[config.mk]
export PLATFORM = sky130hd
export DESIGN_NAME = fsync_serial_port
export DESIGN_NICKNAME = d
export VERILOG_FILES = /design/src/rtl/fssp_pkg.sv /design/src/rtl/fssp_fifo.sv /design/src/rtl/fssp_clkgen.sv /design/src/rtl/fssp_tx.sv /design/src/rtl/fssp_rx.sv /design/src/rtl/fsync_serial_port.sv
export SDC_FILE = /design/constraint.sdc
export NUM_CORES = 1
export LEC_CHECK = 0
export BUFFER_PORTS_ARGS = -buffer_cell sky130_fd_sc_hd__buf_2
export CORE_MARGIN = 3
export CORE_UTILIZATION = 40
export DETAILED_ROUTE_END_ITERATION = 6
export GPL_TIMING_DRIVEN = 0
export MAX_ROUTING_LAYER = met4
export PLACE_DENSITY_LB_ADDON = 0.12
export SLEW_MARGIN = 20
export SYNTH_ARGS = -nofsm -noshare
export SYNTH_HDL_FRONTEND = slang
export SYNTH_SLANG_ARGS = --single-unit
export TNS_END_PERCENT = 10
[constraint.sdc]
create_clock -name clk -period 3.5 [get_ports clk]
set_input_delay 0.7 -clock clk [delete_from_list [all_inputs] [get_ports clk]]
set_output_delay 0.7 -clock clk [all_outputs]
set_load 0.005 [all_outputs]
[src/rtl/fssp_pkg.sv]
package fssp_pkg;
  localparam int BYTE_W = 8;
  localparam int BYTES_PER_WORD = 2;
  localparam int WORD_W = BYTE_W * BYTES_PER_WORD;
  localparam int BIT_CNT_W = $clog2(BYTE_W + 1);
  typedef logic [BYTE_W-1:0] byte_t;
  typedef logic [WORD_W-1:0] word_t;
endpackage

[src/rtl/fssp_fifo.sv]
module fssp_fifo #(
  parameter int W = 16,
  parameter int DEPTH = 16,
  localparam int AW = $clog2(DEPTH)
) (
  input  logic         clk,
  input  logic         rst_n,
  input  logic         push,
  input  logic [W-1:0] wdata,
  input  logic         pop,
  output logic [W-1:0] rdata,
  output logic         full,
  output logic         empty,
  output logic [AW:0]  level
);
  logic [W-1:0] mem [DEPTH];
  logic [AW-1:0] wp, rp;
  logic do_push, do_pop;

  assign full    = (level == DEPTH[AW:0]);
  assign empty   = (level == '0);
  assign do_push = push && !full;
  assign do_pop  = pop && !empty;
  assign rdata   = mem[rp];

  always_ff @(posedge clk) begin
    if (do_push) mem[wp] <= wdata;
  end

  always_ff @(posedge clk or negedge rst_n) begin
    if (!rst_n) begin
      wp <= '0;
      rp <= '0;
      level <= '0;
    end else begin
      if (do_push) wp <= wp + 1'b1;
      if (do_pop)  rp <= rp + 1'b1;
      case ({do_push, do_pop})
        2'b10:   level <= level + 1'b1;
        2'b01:   level <= level - 1'b1;
        default: level <= level;
      endcase
    end
  end
endmodule

[src/rtl/fssp_clkgen.sv]
module fssp_clkgen #(
  parameter int DIV_W = 8,
  parameter int SYNC = 2
) (
  input  logic             clk,
  input  logic             rst_n,
  input  logic             master_en,
  input  logic             run,
  input  logic             want_word,
  input  logic [DIV_W-1:0] div,
  input  logic             sclk_i,
  input  logic             txfs_i,
  input  logic             rxfs_i,
  input  logic             rxd_i,
  output logic             sclk_o,
  output logic             fs_o,
  output logic             rise,
  output logic             fall,
  output logic             tx_fs,
  output logic             rx_fs,
  output logic             rxd_s
);
  import fssp_pkg::*;

  // slave side: synchronise clock, frames and data with equal latency
  logic [3:0] raw, sy;
  assign raw = {rxd_i, rxfs_i, txfs_i, sclk_i};
  for (genvar g = 0; g < 4; g++) begin : g_sync
    logic [SYNC-1:0] st;
    always_ff @(posedge clk or negedge rst_n) begin
      if (!rst_n) st <= '0;
      else        st <= {st[SYNC-2:0], raw[g]};
    end
    assign sy[g] = st[SYNC-1];
  end

  logic sclk_prev;
  always_ff @(posedge clk or negedge rst_n) begin
    if (!rst_n) sclk_prev <= 1'b0;
    else        sclk_prev <= sy[0];
  end

  // master side: divider, frame generator
  logic [DIV_W-1:0] cnt;
  logic [BIT_CNT_W-1:0] per;
  logic sclk_q, fs_q, byte_odd, running, tick;

  assign running = master_en && run;
  assign tick    = running && (cnt == div);

  always_ff @(posedge clk or negedge rst_n) begin
    if (!rst_n) begin
      cnt <= '0; sclk_q <= 1'b0; fs_q <= 1'b0; per <= '0; byte_odd <= 1'b0;
    end else if (!running) begin
      cnt <= '0; sclk_q <= 1'b0; fs_q <= 1'b0; per <= '0; byte_odd <= 1'b0;
    end else if (tick) begin
      cnt <= '0;
      sclk_q <= ~sclk_q;
      if (!sclk_q) begin
        if (per == '0) begin
          if (byte_odd || want_word) begin
            fs_q <= 1'b1;
            per <= BIT_CNT_W'(1);
            byte_odd <= ~byte_odd;
          end else begin
            fs_q <= 1'b0;
          end
        end else begin
          fs_q <= 1'b0;
          per <= (per == BIT_CNT_W'(BYTE_W)) ? '0 : per + 1'b1;
        end
      end
    end else begin
      cnt <= cnt + 1'b1;
    end
  end

  assign sclk_o = sclk_q;
  assign fs_o   = fs_q;
  assign rise   = master_en ? (tick && !sclk_q) : (sy[0] && !sclk_prev);
  assign fall   = master_en ? (tick && sclk_q)  : (!sy[0] && sclk_prev);
  assign tx_fs  = master_en ? fs_q  : sy[1];
  assign rx_fs  = master_en ? fs_q  : sy[2];
  assign rxd_s  = master_en ? rxd_i : sy[3];
endmodule

[src/rtl/fssp_tx.sv]
module fssp_tx
  import fssp_pkg::*;
(
  input  logic  clk,
  input  logic  rst_n,
  input  logic  en,
  input  logic  rise,
  input  logic  fall,
  input  logic  fs,
  input  logic  fifo_empty,
  input  word_t fifo_data,
  output logic  pop,
  output logic  underrun,
  output logic  txd
);
  byte_t shreg, hi;
  logic [BIT_CNT_W-1:0] left;
  logic odd, txd_q, load;

  assign load     = en && fall && fs && (left == '0);
  assign pop      = load && !odd && !fifo_empty;
  assign underrun = load && !odd && fifo_empty;
  assign txd      = txd_q;

  always_ff @(posedge clk or negedge rst_n) begin
    if (!rst_n) begin
      shreg <= '0; hi <= '0; left <= '0; odd <= 1'b0; txd_q <= 1'b0;
    end else if (!en) begin
      left <= '0; odd <= 1'b0; txd_q <= 1'b0;
    end else if (load) begin
      left <= BIT_CNT_W'(BYTE_W);
      if (!odd) begin
        shreg <= fifo_empty ? '0 : fifo_data[BYTE_W-1:0];
        hi    <= fifo_empty ? '0 : fifo_data[WORD_W-1:BYTE_W];
        odd   <= 1'b1;
      end else begin
        shreg <= hi;
        odd   <= 1'b0;
      end
    end else if (rise) begin
      if (left != '0) begin
        txd_q <= shreg[BYTE_W-1];
        shreg <= {shreg[BYTE_W-2:0], 1'b0};
        left  <= left - 1'b1;
      end else begin
        txd_q <= 1'b0;
      end
    end
  end
endmodule

[src/rtl/fssp_rx.sv]
module fssp_rx
  import fssp_pkg::*;
(
  input  logic  clk,
  input  logic  rst_n,
  input  logic  en,
  input  logic  fall,
  input  logic  fs,
  input  logic  rxd,
  output logic  push,
  output word_t word
);
  byte_t sh, lo, nxt;
  logic [BIT_CNT_W-1:0] left;
  logic odd;

  assign nxt  = {sh[BYTE_W-2:0], rxd};
  assign push = en && fall && (left == BIT_CNT_W'(1)) && odd;
  assign word = {nxt, lo};

  always_ff @(posedge clk or negedge rst_n) begin
    if (!rst_n) begin
      sh <= '0; lo <= '0; left <= '0; odd <= 1'b0;
    end else if (!en) begin
      left <= '0; odd <= 1'b0;
    end else if (fall) begin
      if (left != '0) begin
        sh <= nxt;
        left <= left - 1'b1;
        if (left == BIT_CNT_W'(1)) begin
          if (!odd) lo <= nxt;
          odd <= ~odd;
        end
      end else if (fs) begin
        left <= BIT_CNT_W'(BYTE_W);
      end
    end
  end
endmodule

[src/rtl/fsync_serial_port.sv]
module fsync_serial_port #(
  parameter int DEPTH = 16,
  parameter int DIV_W = 8,
  parameter int SYNC = 2,
  localparam int AW = $clog2(DEPTH),
  localparam int HALF = DEPTH / 2
) (
  input  logic             clk,
  input  logic             rst_n,
  input  logic             master_en,
  input  logic             tx_en,
  input  logic             rx_en,
  input  logic [DIV_W-1:0] clk_div,
  input  logic             err_clr,
  input  logic             wr_valid,
  output logic             wr_ready,
  input  logic [15:0]      wr_data,
  output logic             rd_valid,
  input  logic             rd_ready,
  output logic [15:0]      rd_data,
  output logic             irq_tx,
  output logic             irq_rx,
  output logic             tx_underrun,
  output logic             rx_overrun,
  input  logic             sclk_i,
  output logic             sclk_o,
  output logic             sclk_oe,
  input  logic             txfs_i,
  output logic             txfs_o,
  output logic             txfs_oe,
  input  logic             rxfs_i,
  output logic             rxfs_o,
  output logic             rxfs_oe,
  output logic             txd_o,
  input  logic             rxd_i
);
  import fssp_pkg::*;

  word_t tx_head, rx_head, rx_word;
  logic tx_full, tx_empty, rx_full, rx_empty;
  logic [AW:0] tx_level, rx_level;
  logic tx_pop, rx_push, ur_set;
  logic rise, fall, tx_fs, rx_fs, rxd_s, fs_q;

  fssp_fifo #(.W(WORD_W), .DEPTH(DEPTH)) u_txq (
    .clk, .rst_n, .push(wr_valid), .wdata(wr_data), .pop(tx_pop),
    .rdata(tx_head), .full(tx_full), .empty(tx_empty), .level(tx_level));

  fssp_fifo #(.W(WORD_W), .DEPTH(DEPTH)) u_rxq (
    .clk, .rst_n, .push(rx_push), .wdata(rx_word), .pop(rd_ready),
    .rdata(rx_head), .full(rx_full), .empty(rx_empty), .level(rx_level));

  fssp_clkgen #(.DIV_W(DIV_W), .SYNC(SYNC)) u_clk (
    .clk, .rst_n, .master_en, .run(tx_en || rx_en),
    .want_word((tx_en && !tx_empty) || rx_en), .div(clk_div),
    .sclk_i, .txfs_i, .rxfs_i, .rxd_i,
    .sclk_o, .fs_o(fs_q), .rise, .fall, .tx_fs, .rx_fs, .rxd_s);

  fssp_tx u_tx (
    .clk, .rst_n, .en(tx_en), .rise, .fall, .fs(tx_fs),
    .fifo_empty(tx_empty), .fifo_data(tx_head), .pop(tx_pop),
    .underrun(ur_set), .txd(txd_o));

  fssp_rx u_rx (
    .clk, .rst_n, .en(rx_en), .fall, .fs(rx_fs), .rxd(rxd_s),
    .push(rx_push), .word(rx_word));

  always_ff @(posedge clk or negedge rst_n) begin
    if (!rst_n) begin
      tx_underrun <= 1'b0;
      rx_overrun  <= 1'b0;
    end else begin
      tx_underrun <= ur_set || (tx_underrun && !err_clr);
      rx_overrun  <= (rx_push && rx_full) || (rx_overrun && !err_clr);
    end
  end

  assign wr_ready = !tx_full;
  assign rd_valid = !rx_empty;
  assign rd_data  = rx_empty ? '0 : rx_head;
  assign irq_rx   = (rx_level >= (AW+1)'(HALF));
  assign irq_tx   = (tx_level <= (AW+1)'(HALF));
  assign txfs_o   = fs_q;
  assign rxfs_o   = fs_q;
  assign sclk_oe  = master_en;
  assign txfs_oe  = master_en;
  assign rxfs_oe  = master_en;
endmodule

Yosys cells after proc, flatten, opt, wreduce, memory -nomap -nowiden
Memories as Yosys holds them, arrays and structs flattened.
Index checks and enable logic that the tools add are counted.
Word-level totals
  register bits after elaboration: 94
  memories: 2
  output and inout port bits: 29
  bits in writable memories: 512
Memories
  u_rxq.mem: words 16, bits a word 16, read ports 1, clocked after memory_dff 0, wr ports 1, RTL line fssp_fifo.sv:16  | logic [W-1:0] mem [DEPTH];
  u_txq.mem: words 16, bits a word 16, read ports 1, clocked after memory_dff 0, wr ports 1, RTL line fssp_fifo.sv:16
Cells by class
  muxes and demuxes: 57
  $add $sub $neg: 12
  equality and inequality tests: 23
  reduce and logical (&&, ||, !) cells: 58
  $lt $le $gt $ge: 2
  bitwise gates (word level): 4
Operators with widths (number)
  $mux W8: 8
  $mux W4: 14
  $mux W1: 32
  $logic_and A1 B1 Y1: 23
  $add A4 B1 Y4 const B: 5
  $pmux W5 S2: 2
  $mux W16: 1
  $reduce_and A3 Y1: 5
  $add A5 B1 Y5 const B: 2
  $eq A5 B5 Y1 const B: 2
  $logic_not A5 Y1: 2
  $ne A2 B1 Y1 const B: 5
  $ne A2 B2 Y1 const B: 5
  $sub A5 B1 Y5 const B: 2
  $logic_not A1 Y1: 9
  $ne A3 B1 Y1 const B: 3
  $add A8 B1 Y8 const B: 1
  $eq A8 B8 Y1: 1
  $logic_not A4 Y1: 2
  $reduce_and A2 Y1: 4
  $reduce_bool A2 Y1: 4
  $reduce_bool A4 Y1: 2
  $sub A4 B1 Y4 const B: 2
  $ge A5 B4 Y1 const B: 1
  other kinds (10): 19

Logic depth before layout (Yosys ltp)
Gate-level depths: netlist (run 1).
  word-level depth: 13
  depth in mapped cells: 15
  gate-level depth less buffers: 14

Cells and area by module
A second synthesis (run 1) with hierarchy kept.
Second synthesis, totals
  cells, all modules: 1441
  area total of the unflattened synthesis: 25281.7 um^2
Modules (own cells, without submodules)
  fssp_fifo: cells each 555, area each 10895.4 um^2, instances 2
  fssp_tx: cells each 121, area each 1167.4 um^2, instances 1
  fssp_clkgen: cells each 108, area each 1152.4 um^2, instances 1
  fssp_rx: cells each 68, area each 923.4 um^2, instances 1
  fsync_serial_port: cells each 34, area each 247.7 um^2, instances 1

Worst setup path after synthesis (run 1)
No wires, ideal clock.
  kind: input-to-reg
  start: input port master_en
  end: memory u_rxq.mem[3][0], enable pin
  arrival: 3.568 ns
  setup slack: -0.504 ns
  setup time: 0.436 ns
  cell stages on the path: 8
  required time: 3.064 ns
  cell sequence: clkbuf_8 nor2_1 and2_1 buf_1 a41o_1 and2_4 inv_2 nor4b_1
Between the ends
  word-level cells in the longest chain between the ends: 10
Ends and longest elaborated chain
  from (decl): RTL line fsync_serial_port.sv:10  | input logic master_en,
  $logic_and A1 B1 Y1: RTL line fssp_clkgen.sv:48  | assign running = master_en && run;
  $logic_and A1 B1 Y1: RTL line fssp_clkgen.sv:49  | assign tick = running && (cnt == div);
  $logic_and A1 B1 Y1: RTL line fssp_clkgen.sv:81  | assign fall = master_en ? (tick && sclk_q) : (!sy[0] && sclk_prev);
  $mux W1 *: RTL line fssp_clkgen.sv:81
  $logic_and A1 B1 Y1 * (3 in series): RTL line fssp_rx.sv:18  | assign push = en && fall && (left == BIT_CNT_W'(1)) && odd;
  $logic_and A1 B1 Y1 *: RTL line fssp_fifo.sv:22  | assign do_push = push && !full;
  $mux W1 *: RTL line fssp_fifo.sv:27  | if (do_push) mem[wp] <= wdata;
  $mux W1 (not written as such) *: RTL line fssp_fifo.sv:27
  to (decl): RTL line fssp_fifo.sv:16
Every way passes the cells marked *; elsewhere a longest branch is shown, timed or not.

Worst setup path after layout (run 1)
  start: register u_rxq.rp[0]
  end: output port rd_data[14]
Between the ends
  word-level cells in the longest chain between the ends: 2
Ends and longest elaborated chain
  from (decl): RTL line fssp_fifo.sv:17  | logic [AW-1:0] wp, rp;
  from (signal assigned): RTL line fssp_fifo.sv:37  | if (do_pop) rp <= rp + 1'b1;
  $mem_v2 Z16 W16
  $mux W16: RTL line fsync_serial_port.sv:80  | assign rd_data = rx_empty ? '0 : rx_head;
  to (decl): RTL line fsync_serial_port.sv:20  | output logic [15:0] rd_data,
Every way passes these cells.

==> results of run 1 <==
## metrics by stage
step,setup WS (ps),setup TNS [ps],hold slack [ps],instances,power [W]
CTS,-91.75,-565.7,174.0,2268,0.01996
detailed placement,-413.7,-35970,337.3,2148,0.01287
global route,-12.40,-18.61,181.0,2279,0.02062
finish,88.00,0,205.7,2279,0.01977
floorplan,-462.7,-22210,331.2,1278,0.01135
global placement,-3224,-297710,337.0,2122,0.01266
## logic make-up (layout without fill, tap and decap cells)
family | Yosys count | count (layout) | synth area share
buffers and inverters | 113 | 329 | 0.02178
and+or+nand+nor | 197 | 197 | 0.04518
DFF | 606 | 606 | 0.7209
adders and majority gates | 25 | 25 | 0.01303
AOI/OAI and AO/OA | 116 | 116 | 0.03267
xor gates and xnor gates | 37 | 37 | 0.01409
muxes | 184 | 184 | 0.1524
other | 0 | 3 | 0
## power by group
| part | total (W) | internal, W | switching (W) |
|---|---|---|---|
| Combinational | 0.00419 | 0.00193 | 0.00226 |
| Sequential | 0.00861 | 0.00832 | 0.000291 |
| Clock | 0.00697 | 0.00407 | 0.00290 |
## metal layers
layer  global-route usage  share of wire  vias to the layer above
li1                     -              -                     5485
met1               0.2408           0.43                     6591
met2               0.3130           0.51                      258
met3              0.03009          0.038                       93
met4              0.05554          0.023                        0
met5                    -              0                        -
## state kept, by name, indices dropped and copies added, names as in the netlist, 4 cells and up
| register | count |
|---|---|
| u_clk.cnt | 8 |
| u_clk.g_sync.st | 8 |
| u_clk.per | 4 |
| u_rx.left | 4 |
| u_rx.lo | 8 |
| u_rx.sh | 7 |
| u_rxq.level | 5 |
| u_rxq.mem | 256 |
| u_rxq.rp | 4 |
| u_rxq.wp | 4 |
| u_tx.hi | 8 |
| u_tx.left | 4 |
| u_tx.shreg | 8 |
| u_txq.level | 5 |
| u_txq.mem | 256 |
| u_txq.rp | 4 |
| u_txq.wp | 4 |
## cell usage in the layout, fill, tap and decap left out, types with 7 or more instances in the layout
cell type,instances
nand4_1,8
a21oi_1,29
buf_2,80
nand3_1,18
o21ai_0,20
clkinv_2,12
a32oi_1,8
clkbuf_8,9
dfrtp_1,92
nor2b_1,27
a22oi_1,14
mux2i_1,11
nand2b_1,7
buf_6,8
buf_4,29
xnor2_1,19
ha_1,23
clkbuf_16,67
o211ai_1,8
xor2_1,15
nor2_4,12
nand2_1,35
and4b_2,8
mux2_2,23
o22ai_1,8
buf_16,7
nor2_1,29
edfxtp_1,512
clkinv_1,11
clkbuf_1,35
mux4_2,150
inv_1,42
and2_1,10
## area by class of cell
class	count	share of cell area
Antenna cell	3	0.0002610
Timing Repair Buffer	98	0.02427
Inverter	43	0.005611
Tap cell	782	0.03401
Clock buffer	83	0.06142
Sequential cell	606	0.6163
Multi-Input combinational cell	559	0.2276
Clock inverter	37	0.01392
Buffer	68	0.01657
## what timing repair did
item	CTS	global route
endpoints found under the hold margin	31	0
pin swaps	0	2
buffers inserted	0	9
gates resized for setup	41	22
endpoints found under the setup margin	24	47
hold buffers	1	0
## path summary, 6_finish.rpt
path,slack (ps),end,from
max,90,rd_data[14],u_rxq.rp[0]
min reg2reg,350,u_clk.g_sync[3].st[1],u_clk.g_sync[3].st[0]
max in group asynchronous,2290,u_rxq.rp[2],rst_n
min in group asynchronous,550,u_txq.level[1],rst_n
max reg2reg,210,u_rxq.mem[0][8],u_clk.cnt[1]
min,210,u_clk.g_sync[0].st[0],sclk_i
## worst register-to-register path: cells and delay by family (launching register included)
| family | cells | cell delay (ps) |
|---|---|---|
| AND/OR/NAND/NOR | 3 | 1070 |
| buffers and inverters | 4 | 930 |
| flip-flops | 1 | 440 |
| AO/OA/AOI/OAI | 1 | 340 |
| XOR/XNOR | 1 | 210 |
==> results.toml, run 1 <==
[clock_network]
cts_htree_levels = 3
root_buffer = "clkbuf_16"
cts.sinks = 606
cts_tree = "done"
clk_pin_slew_worst_paths_ps = 60
numCtsBuffers = 67
clock_latency_ps = 610
cts_buffer_depth = 3

[critical_path]
slowest_stage = "mux4_2"
r2r_cells = 9
critPathArrivalTime_ps = 2710
cpMostUsedCell = "mux4_2"
worstSetupPathDepth = 6
start_kind = "flop"
critical-path-top-delay-family = "multiplexers"
max_stage_delay_ps = 520
worst-path-buf-inv = 3
worstPathRequired_ps = 2800
crit_chain = "buf_12 > buf_8 > mux4_2 > mux4_2 > nor2b_1 > buf_2"
critPathCaptureType = "output port"
path_class = "reg2out"
crit_path_max_fanout = 10

[yosys]
syn_inst = 1278
yosys_warnings = 0
synth_area_per_cell_um2 = 19.24
synth_top_cell_area_share = 0.6252
ys_seq_area_frac = 0.7209
synth_top_flop_cell = "edfxtp_1"
ys_async_sr_fraction = 0.1551
yosysTopAreaCell = "edfxtp_1"
synth_common_cells = "512 x edfxtp_1, 150 x mux4_2, 94 x dfrtp_1"
synthTopCellsByArea = "edfxtp_1 63%, mux4_2 14%, dfrtp_1 9.6%"
yosysMostFrequentCell = "edfxtp_1"
netlist_area_um2 = 24590
ys_ff_latch = 606
synth.distinct_cells = 68
synth_nets = 1339
synth_edf_count = 512

[sta]
final-hold-violation-count = 0
finalCritPeriodShare = 0.9749
maxSlewViolCount = 0
fin_worst_skew_ps = 22.39
fin_crit_ps = 3412
setup-violations-final = 0
max_freq_mhz = 293.1
grt_setup_unrepaired = "true"
relSlewSlack = 0.2596
tightestPinTransition_ps = 1111

[run]
maxCapViolCount = 0

[placement]
io_buffers = 62
dpl-instance-area_um2 = 26350
dp_hpwl_um = 35690
place_congestion = 0.7682

[layout]
syn_to_final_growth_pct = 16.98
fillers = 5095
multi_input_area_um2 = 6548
fin_util = 0.4748
regArea_um2 = 17730
nets = 1504
final_cell_area_um2 = 28770
drive_gt1_frac = 0.3092

[routing]
final_antenna_net_count = 0
dr.pass1.iters = 5
remaining_drc_errors = 0
dr.first_iter.drc_count = 1090
wl_per_cell_um = 25.05
num_vias = 12430
vias_per_cell = 5.453
routed_wl_um = 57080

[grt]
overflow = 0
grt_pass1_vias = 13090
track_usage = 0.1883
grt_max_degree = 59
antenna_found_initial = 3
grt_first_pass_wirelength_um = 85860

[min_path]
hold_depth = 1
hp-class = "in2reg"

[pwr]
p_per_area_nw_per_um2 = 687.4
ir_drop_v = 0.0004333
leakagePower_nw = 9.872

[floorplanning]
die_y_um = 253.9
start_util = 0.4059
ios = 65
row_count = 90
core_area_um2 = 60580
fp.dieW_um = 253.9
die-area_um2 = 64490

[run_status]
status = "finished, final reports clean"
No activity file was read; power rests on OpenSTA's default activity.
==> run 2: changes to the inputs <==
- BUFFER_PORTS_ARGS: -buffer_cell sky130_fd_sc_hd__buf_2 -> -buffer_cell sky130_fd_sc_hd__buf_4
==> results.toml, run 2 (synthesis gave the netlist of run 1 again) <==
[sta]
fin_crit_ps = 3394
tightestPinTransition_ps = 1094
hold_ws_ps = 222.3
maxSlewViolCount = 0
setup-violations-final = 0
max_freq_mhz = 294.7
finalCritPeriodShare = 0.9696
final-hold-violation-count = 0
grt_setup_unrepaired = "true"
fin_worst_skew_ps = 27.68
finalSetupTns_ps = 0
relSlewSlack = 0.2708

[routing]
vias_per_cell = 5.417
remaining_drc_errors = 0
dr.first_iter.drc_count = 881
num_vias = 12280
wl_per_cell_um = 25.47
final_antenna_net_count = 0
routed_wl_um = 57730
dr.pass1.iters = 5

[clock_network]
cts.sinks = 606
cts_hold_buf = 0
clk_pin_slew_worst_paths_ps = 50
root_buffer = "clkbuf_16"
cts_tree = "done"
numCtsBuffers = 68
cts_htree_levels = 3
cts_buffer_depth = 3
clock_latency_ps = 590

[placement]
io_buffers = 62
dp_hpwl_um = 35390
place_congestion = 0.7583

[pwr]
leakagePower_nw = 9.828
p_per_area_nw_per_um2 = 679.5
ir_drop_v = 0.0003568

[run]
maxCapViolCount = 0

[critical_path]
start_kind = "flop"
path_class = "reg2out"
r2r_start = "u_clk.cnt[1]"
crit_path_max_fanout = 10
critical-path-top-delay-family = "multiplexers"
worst-path-buf-inv = 3
slowest_stage = "mux4_2"
max_stage_delay_ps = 480
r2r_cells = 15
worstPathRequired_ps = 2800
worstSetupPathDepth = 6
crit_chain = "clkbuf_4 > buf_4 > mux4_2 > mux4_2 > nor2b_1 > buf_4"
critPathArrivalTime_ps = 2690
rrSetupSlack_ps = 180
critPathCaptureType = "output port"
r2r-end = "u_txq.level[4]"

[grt]
grt_util_met1 = 0.2491
use_met2 = 0.3118
track_usage = 0.1901
use_met3 = 0.03162
grt_max_degree = 95
busiest_layer = "met2"
antenna_found_initial = 1
grt_pass1_vias = 12820
grt_first_pass_wirelength_um = 86040
overflow = 0

[layout]
final_common_cell = "edfxtp_1"
layout_common_cells = "512 x edfxtp_1, 150 x mux4_2, 92 x dfrtp_1"
drive_gt1_frac = 0.3053
fin_util = 0.4742
syn_to_final_growth_pct = 16.83
largestRegisters = "u_rxq.mem: 256 flops, u_txq.mem: 256 flops"
nets = 1501

[run_status]
status = "finished, final reports clean"

[floorplanning]
core_area_um2 = 60580
start_util = 0.4059
die-area_um2 = 64490
fp.dieW_um = 253.9
die_y_um = 253.9
ios = 65
row_count = 90

[min_path]
hp-class = "in2async"
==> run 2: cell types whose count changed in the layout (fill, tap and decap cells not counted), sizes merged <==
cell	before	now
clkinv	26	16
diode	3	1
clkbuf	116	128
buf	132	128
inv	48	46
dlygate4sd3	1	0
bufinv	6	1
==> run 2: how the worst max path moves through the flow <==
stage / slack [ps] / end / from
floorplan: -460 / u_rxq.mem[0][0] / master_en
global placement: -2940 / u_rxq.mem[0][6] / clk_div[7]
detailed placement: -420 / u_txq.level[4] / clk_div[0]
CTS: -70 / rd_data[1] / u_rxq.rp[0]
global route: -10 / u_txq.level[4] / u_clk.cnt[1]
finish: 110 / rd_data[9] / u_rxq.rp[1]
==> run 2: through the flow <==
stage	setup WS [ps]	power (W)	cell area [µm²]	std cells
final	106.4	0.01952	28730	2267
after global routing	-12.21	0.02040	28730	2267
after CTS	-70.45	0.01974	28630	2261
after detailed placement	-417.1	0.01300	26490	2148
after global placement	-2940	0.01278	26040	2122
after floorplan	-462.7	0.01135	24600	1278
==> run 2: cell type report <==
cell class | count | area (µm²)
Tap cell | 782 | 978.4
Multi-Input combinational cell | 559 | 6528
Timing Repair Buffer | 93 | 803.3
Buffer | 69 | 493.0
Clock inverter | 20 | 153.9
Antenna cell | 1 | 2.502
Inverter | 43 | 161.4
Fill cell | 5135 | 31850
Clock buffer | 94 | 1881
Sequential cell | 606 | 17730
==> run 2: metal layers <==
| metal | vias up | wire (µm) | part of all wire |
|---|---|---|---|
| met3 | 65 | 2557 | 0.044 |
| met5 | - | 0 | 0 |
| met4 | 0 | 935 | 0.016 |
| met2 | 276 | 29160 | 0.51 |
| li1 | 5471 | - | - |
| met1 | 6468 | 25070 | 0.43 |
==> run 2: repair_timing <==
item,CTS,global route
cloned,0,0
pin swaps,0,1
buffers inserted,0,5
gates resized for setup,40,20
endpoints found under the setup margin,20,34
==> run 2: power by group <==
group / internal, W / total (W) / switching, W
logic: 0.00201 / 0.00433 / 0.00232
registers: 0.00832 / 0.00860 / 0.000275
clock network: 0.00382 / 0.00659 / 0.00277
total: 0.0142 / 0.0195 / 0.00536
==> run 2: worst register-to-register path, stage by stage, from the launching register on <==
cell      delay, ps
dfrtp_1         440
xnor2_1         210
nand4_1         350
nor4_4          320
buf_4           200
o211ai_1        120
buf_4           210
inv_1           110
ha_1            280
xor2_1          100
ha_1            230
nand3b_1         80
o21ai_0          90
a222oi_1        240
nor2_1           80
xor2_1          140
